File: src/rtl/nclk_pkg.sv
package nclk_pkg;

  typedef enum logic [1:0] {
    ACT_NONE  = 2'd0,
    ACT_SPARE = 2'd1,
    ACT_AGE   = 2'd2,
    ACT_TAKE  = 2'd3
  } nclk_act_t;

  typedef enum logic {
    ST_IDLE = 1'b0,
    ST_SCAN = 1'b1
  } nclk_state_t;

endpackage

File: src/rtl/nclk_rst_sync.sv
module nclk_rst_sync (
  input  logic clk,
  input  logic rst_n,
  output logic rst_n_sync
);

  logic [1:0] sync_q;

  always_ff @(posedge clk or negedge rst_n) begin
    if (!rst_n) sync_q <= 2'b00;
    else        sync_q <= {sync_q[0], 1'b1};
  end

  assign rst_n_sync = sync_q[1];

endmodule

File: src/rtl/nclk_frame_slot.sv
module nclk_frame_slot
  import nclk_pkg::*;
#(
  parameter int CNT_W = 3
) (
  input  logic             clk,
  input  logic             rst_n,
  input  logic             ref_hit,
  input  nclk_act_t        act,
  output logic             use_bit,
  output logic [CNT_W-1:0] cnt
);

  logic             use_q, use_d;
  logic [CNT_W-1:0] cnt_q, cnt_d;
  logic             slot_en;

  // a reference wins over clearing, except on selection (never issued on a hit)
  always_comb begin
    use_d = use_q;
    cnt_d = cnt_q;
    case (act)
      ACT_SPARE: begin
        use_d = ref_hit;
        cnt_d = '0;
      end
      ACT_AGE: begin
        use_d = use_q | ref_hit;
        cnt_d = cnt_q + 1'b1;
      end
      ACT_TAKE: begin
        use_d = 1'b0;
        cnt_d = '0;
      end
      default: begin
        use_d = use_q | ref_hit;
      end
    endcase
  end

  assign slot_en = ref_hit | (act != ACT_NONE);

  always_ff @(posedge clk or negedge rst_n) begin
    if (!rst_n) begin
      use_q <= 1'b0;
      cnt_q <= '0;
    end else if (slot_en) begin
      use_q <= use_d;
      cnt_q <= cnt_d;
    end
  end

  assign use_bit = use_q;
  assign cnt     = cnt_q;

endmodule

File: src/rtl/nclk_hand_ctrl.sv
module nclk_hand_ctrl
  import nclk_pkg::*;
#(
  parameter int NUM_FRAMES = 16,
  parameter int CNT_W      = 3,
  parameter int THRESH     = 2,
  localparam int IW        = $clog2(NUM_FRAMES)
) (
  input  logic             clk,
  input  logic             rst_n,
  input  logic             req,
  input  logic             ref_valid,
  input  logic [IW-1:0]    ref_frame,
  input  logic             cur_use,
  input  logic [CNT_W-1:0] cur_cnt,
  output logic [IW-1:0]    hand,
  output nclk_act_t        act_sel,
  output logic             busy,
  output logic             done,
  output logic [IW-1:0]    victim
);

  localparam logic [IW-1:0]  LAST  = IW'(NUM_FRAMES - 1);
  localparam logic [CNT_W:0] LIMIT = (CNT_W + 1)'(THRESH);

  nclk_state_t     state_q, state_d;
  logic [IW-1:0]   hand_q, hand_d;
  logic [IW-1:0]   victim_q, victim_d;
  logic            done_q, done_d;
  logic [IW-1:0]   hand_nxt;
  logic [CNT_W:0]  cnt_inc;
  logic            ref_here;
  logic            hand_en;
  logic            victim_en;

  assign hand_nxt = (hand_q == LAST) ? '0 : hand_q + 1'b1;
  assign cnt_inc  = {1'b0, cur_cnt} + 1'b1;
  assign ref_here = ref_valid && (ref_frame == hand_q);

  always_comb begin
    state_d  = state_q;
    hand_d   = hand_q;
    victim_d = victim_q;
    done_d   = 1'b0;
    act_sel  = ACT_NONE;
    case (state_q)
      ST_IDLE: begin
        if (req) state_d = ST_SCAN;
      end
      ST_SCAN: begin
        hand_d = hand_nxt;
        if (ref_here || cur_use) begin
          act_sel = ACT_SPARE;
        end else if (cnt_inc >= LIMIT) begin
          act_sel  = ACT_TAKE;
          done_d   = 1'b1;
          victim_d = hand_q;
          state_d  = ST_IDLE;
        end else begin
          act_sel = ACT_AGE;
        end
      end
      default: state_d = ST_IDLE;
    endcase
  end

  assign hand_en   = (state_q == ST_SCAN);
  assign victim_en = done_d;

  always_ff @(posedge clk or negedge rst_n) begin
    if (!rst_n) begin
      state_q <= ST_IDLE;
      done_q  <= 1'b0;
    end else begin
      state_q <= state_d;
      done_q  <= done_d;
    end
  end

  always_ff @(posedge clk or negedge rst_n) begin
    if (!rst_n)       hand_q <= '0;
    else if (hand_en) hand_q <= hand_d;
  end

  always_ff @(posedge clk or negedge rst_n) begin
    if (!rst_n)         victim_q <= '0;
    else if (victim_en) victim_q <= victim_d;
  end

  assign hand   = hand_q;
  assign busy   = (state_q == ST_SCAN);
  assign done   = done_q;
  assign victim = victim_q;

endmodule

File: src/rtl/nth_clock_victim.sv
module nth_clock_victim
  import nclk_pkg::*;
#(
  parameter int NUM_FRAMES = 16,
  parameter int CNT_W      = 3,
  parameter int THRESH     = 2,
  localparam int IW        = $clog2(NUM_FRAMES)
) (
  input  logic          clk,
  input  logic          rst_n,
  input  logic          ref_valid,
  input  logic [IW-1:0] ref_frame,
  input  logic          req,
  output logic          busy,
  output logic          done,
  output logic [IW-1:0] victim
);

  logic             rst_n_sync;
  logic [IW-1:0]    hand_w;
  nclk_act_t        act_sel;
  logic             use_vec [NUM_FRAMES];
  logic [CNT_W-1:0] cnt_arr [NUM_FRAMES];
  logic             cur_use;
  logic [CNT_W-1:0] cur_cnt;

  nclk_rst_sync u_rst (
    .clk        (clk),
    .rst_n      (rst_n),
    .rst_n_sync (rst_n_sync)
  );

  for (genvar gi = 0; gi < NUM_FRAMES; gi++) begin : g_slot
    logic      hit;
    nclk_act_t act;
    assign hit = ref_valid && (ref_frame == IW'(gi));
    assign act = (hand_w == IW'(gi)) ? act_sel : ACT_NONE;
    nclk_frame_slot #(.CNT_W(CNT_W)) u_slot (
      .clk     (clk),
      .rst_n   (rst_n_sync),
      .ref_hit (hit),
      .act     (act),
      .use_bit (use_vec[gi]),
      .cnt     (cnt_arr[gi])
    );
  end

  assign cur_use = use_vec[hand_w];
  assign cur_cnt = cnt_arr[hand_w];

  nclk_hand_ctrl #(
    .NUM_FRAMES (NUM_FRAMES),
    .CNT_W      (CNT_W),
    .THRESH     (THRESH)
  ) u_ctrl (
    .clk       (clk),
    .rst_n     (rst_n_sync),
    .req       (req),
    .ref_valid (ref_valid),
    .ref_frame (ref_frame),
    .cur_use   (cur_use),
    .cur_cnt   (cur_cnt),
    .hand      (hand_w),
    .act_sel   (act_sel),
    .busy      (busy),
    .done      (done),
    .victim    (victim)
  );

endmodule

File: config.mk
export PLATFORM = sky130hd
export DESIGN_NAME = nth_clock_victim
export DESIGN_NICKNAME = d
export VERILOG_FILES = /design/src/rtl/nclk_pkg.sv /design/src/rtl/nclk_rst_sync.sv /design/src/rtl/nclk_frame_slot.sv /design/src/rtl/nclk_hand_ctrl.sv /design/src/rtl/nth_clock_victim.sv
export SDC_FILE = /design/constraint.sdc
export NUM_CORES = 1
export LEC_CHECK = 0
export CAP_MARGIN = 20
export CORE_MARGIN = 2
export CORE_UTILIZATION = 40
export DETAILED_ROUTE_END_ITERATION = 6
export HOLD_SLACK_MARGIN = 0.1
export PLACE_DENSITY = 0.64
export SETUP_SLACK_MARGIN = 0.1
export SLEW_MARGIN = 20
export SYNTH_ARGS = -nofsm -noshare
export SYNTH_HDL_FRONTEND = slang
export SYNTH_HIERARCHICAL = 1
export SYNTH_SLANG_ARGS = --single-unit
export TNS_END_PERCENT = 10
File: constraint.sdc
create_clock -name clk -period 3.7 [get_ports clk]
set_input_delay 0.37 -clock clk [delete_from_list [all_inputs] [get_ports clk]]
set_output_delay 0.37 -clock clk [all_outputs]
set_load 0.02 [all_outputs]
==> impl_metrics.ini <==
[yosys]
syn_nets = 426
synth_ff_type = dfrtp_1
yosysWarnings = 6
netlist_area_um2 = 4250
synth_edf_count = 0
avgSynthCellArea_um2 = 10.6
yosysSeqAreaShare_pct = 44.8
synth.distinct_cells = 37
synth-seq-cells = 76
synth_cells = 401
async_flop_share_pct = 100

[worst_setup_path]
rr_endpoint = g_slot[2].u_slot/cnt[2]
cp_slowest_stage_delay_ns = 0.86
rrSetupSlack_ns = 0.43
ff2ff_path_depth = 9
crit_top_cell = nor2_1
cp.required_ns = 3.97
worst-path-max-fanout = 20
crit_path_top_delay_cell = dfrtp_1
worstSetupStartpointType = flip-flop
end_kind = flip-flop
worstReg2RegStart = u_ctrl/hand[1]
worstSetupPathType = reg2reg
timing.critical_path.from = u_ctrl/hand[1]
critPathArrivalTime_ns = 3.54
crit_end = g_slot[2].u_slot/cnt[2]
crit_chain = mux4_2 -> a22oi_1 -> nand3_1 -> nand2b_1 -> nor2_1 -> or3b_2 -> nor2_1 -> nand3b_1 -> a21oi_1

[detailed_routing]
post_drt_wl_per_cell_um = 16.8
vias = 3066
drtIter0Drc = 200
drc = 0
wirelength_um = 9430
antenna_left = 0
viasPerCell = 5.46
firstDrtPassIters = 4

[timing]
slew_viol_final = 0
worst_pin_slew_ns = 0.789
fin_crit_ns = 3.27
final.setup.tns_ns = 0
max-slew-margin-rel_pct = 47.4
clock.fmax_ghz = 0.306
fin_crit_sh_pct = 88.4
setup_violations = 0
skew_ns = 0.0135
rsz0062_at_grt = no
hold_viol = 0

[die]
fp.dieH_um = 107
io-pin-count = 14
fp.dieW_um = 107
rows = 37
dieArea_um2 = 11500
placeableCoreArea_um2 = 10300
initial_core_util_pct = 41.1

[clock_network]
cts_tree = done
root_buffer = clkbuf_8
post_cts_resized = 0
clk_latency_ns = 0.35
post_cts_buffers = 0
clock_path_buffers = 2
cts_buffers = 9
cts.clk_slew.worst_paths_ns = 0.09
numClockSinks = 76
ctsHoldBuffers = 0
htreeDepth = 3

[layout]
nNetsFinal = 446
drive_above_1_share_pct = 14.8
antenna_cells = 0
areaGrowthSynthToFinish_pct = 11.6

[global_route]
grt_util_all_layers_pct = 17.7
grt_pass1_wl_um = 15800
grt_pass1_vias = 3198
grt-ovfl-total = 0
grt_max_degree = 44
antenna_found_initial = 0

[power_and_ir_drop]
fin_total_pwr_mw = 3.95
max-vdd-ir-drop_v = 0.000288
power_density_nw_per_um2 = 832
cellLeakagePower_nw = 1.97

[place]
dp_hpwl_um = 6890
place_congestion = 0.839
port_buffers = 13

[hold_path]
hold_class = in2async

[job]
maxCapViolCount = 0

[status]
status = completed
-- through the flow --
| stage | setup WS [ns] | area [um^2] | hold slack (ns) | util, % | cells |
|---|---|---|---|---|---|
| 2_1_floorplan | 0.800 | 4250 | 0.0744 | - | 401 |
| 3_3_place_gp | 0.593 | 4540 | 0.335 | 43.9 | 546 |
| 3_5_place_dp | 0.514 | 4540 | 0.345 | 43.9 | 546 |
| 4_1_cts | 0.499 | 4740 | 0.169 | 45.9 | 562 |
| 5_1_grt | 0.214 | 4740 | 0.173 | 45.9 | 562 |
| 6_report | 0.430 | 4740 | 0.183 | 45.9 | 562 |
-- synth_stat cells (2+ instances only) --
cell type / number / area share (%)
a21bo_2: 16 / 3.8
a21oi_1: 17 / 2.0
a22o_1: 16 / 3.3
a22oi_1: 4 / 0.71
buf_2: 2 / 0.24
buf_6: 2 / 0.53
clkbuf_1: 6 / 0.53
dfrtp_1: 76 / 45
ha_1: 17 / 5.0
inv_1: 18 / 1.6
mux2_1: 3 / 0.80
mux2i_1: 16 / 3.8
mux4_2: 16 / 8.5
nand2_1: 24 / 2.1
nand2b_1: 6 / 0.88
nand3_1: 13 / 1.5
nand3b_1: 22 / 3.9
nor2_1: 80 / 7.1
nor2b_1: 2 / 0.29
nor3_1: 5 / 0.59
o21a_1: 2 / 0.35
o21ai_0: 3 / 0.35
or3b_2: 3 / 0.62
xnor2_1: 19 / 3.9
-- cells in the final DEF, fill, tap and decap left out, types with 13 or more instances in the layout --
master	synthesis	routed
a21bo_2	16	16
a21oi_1	17	17
a22o_1	16	16
clkdlybuf4s50_1	0	13
dfrtp_1	76	75
ha_1	17	17
inv_1	18	18
mux2i_1	16	16
mux4_2	16	16
nand2_1	24	24
nand3_1	13	13
nand3b_1	22	22
nor2_1	80	80
xnor2_1	19	19
-- final cells by class --
type | count | area, um^2
clock buffer | 12 | 155
clock inverter | 4 | 47.5
fill | 964 | 5580
inverter | 18 | 67.6
multi-input combinational | 296 | 2210
sequential | 76 | 1900
tap | 136 | 170
timing repair buffer | 20 | 183
-- report_power, final --
group | switching (mW) | internal (mW) | leakage, nW
clock | 0.309 | 0.347 | 0.102
combinational | 0.892 | 0.892 | 0.901
sequential | 0.355 | 1.15 | 0.968
-- registers in the layout, summed over array words and instances, names as in the netlist --
register,flops
u_ctrl/hand,4
u_rst/sync_q,2
u_ctrl/done,1
u_ctrl/busy,1
g_slot.u_slot/use_bit,16
u_ctrl/victim,4
g_slot.u_slot/cnt,48
-- worst min-delay path by stage --
| stage | to | startpoint | cells past startpoint |
|---|---|---|---|
| floorplan | u_rst/sync_q[0] | rst_n | 0 |
| global placement | u_rst/sync_q[1] | u_rst/sync_q[0] | 0 |
| detailed placement | u_rst/sync_q[1] | u_rst/sync_q[0] | 0 |
| CTS | u_rst/sync_q[0] | rst_n | 1 |
| global route | u_rst/sync_q[0] | rst_n | 1 |
| finish | u_rst/sync_q[0] | rst_n | 1 |
-- layer usage --
metal	vias to the layer above	share of wire (%)	GRT usage, %
met2	58	49	28.7
met1	1546	46	23.6
li1	1450	-	-
met3	12	3.7	2.67
met4	0	1.4	7.70
met5	-	0	0
-- critical path: cells and delay by family (launching register included) --
family	cells	cell delay, ns
AND/OR/NAND/NOR	6	1.48
flip-flops	1	0.86
AO/OA/AOI/OAI	2	0.44
multiplexers	1	0.42
-- cells by family after synthesis --
kind of cell / share of synthesized area [%]
xor+xnor: 4.51
simple gates: 17.7
other cells: 0.0883
flops: 44.8
buf+inv: 3.07
fa+ha+maj: 5.01
compound gates: 11.5
mux: 13.3
Power figures use the tool's default switching activity.
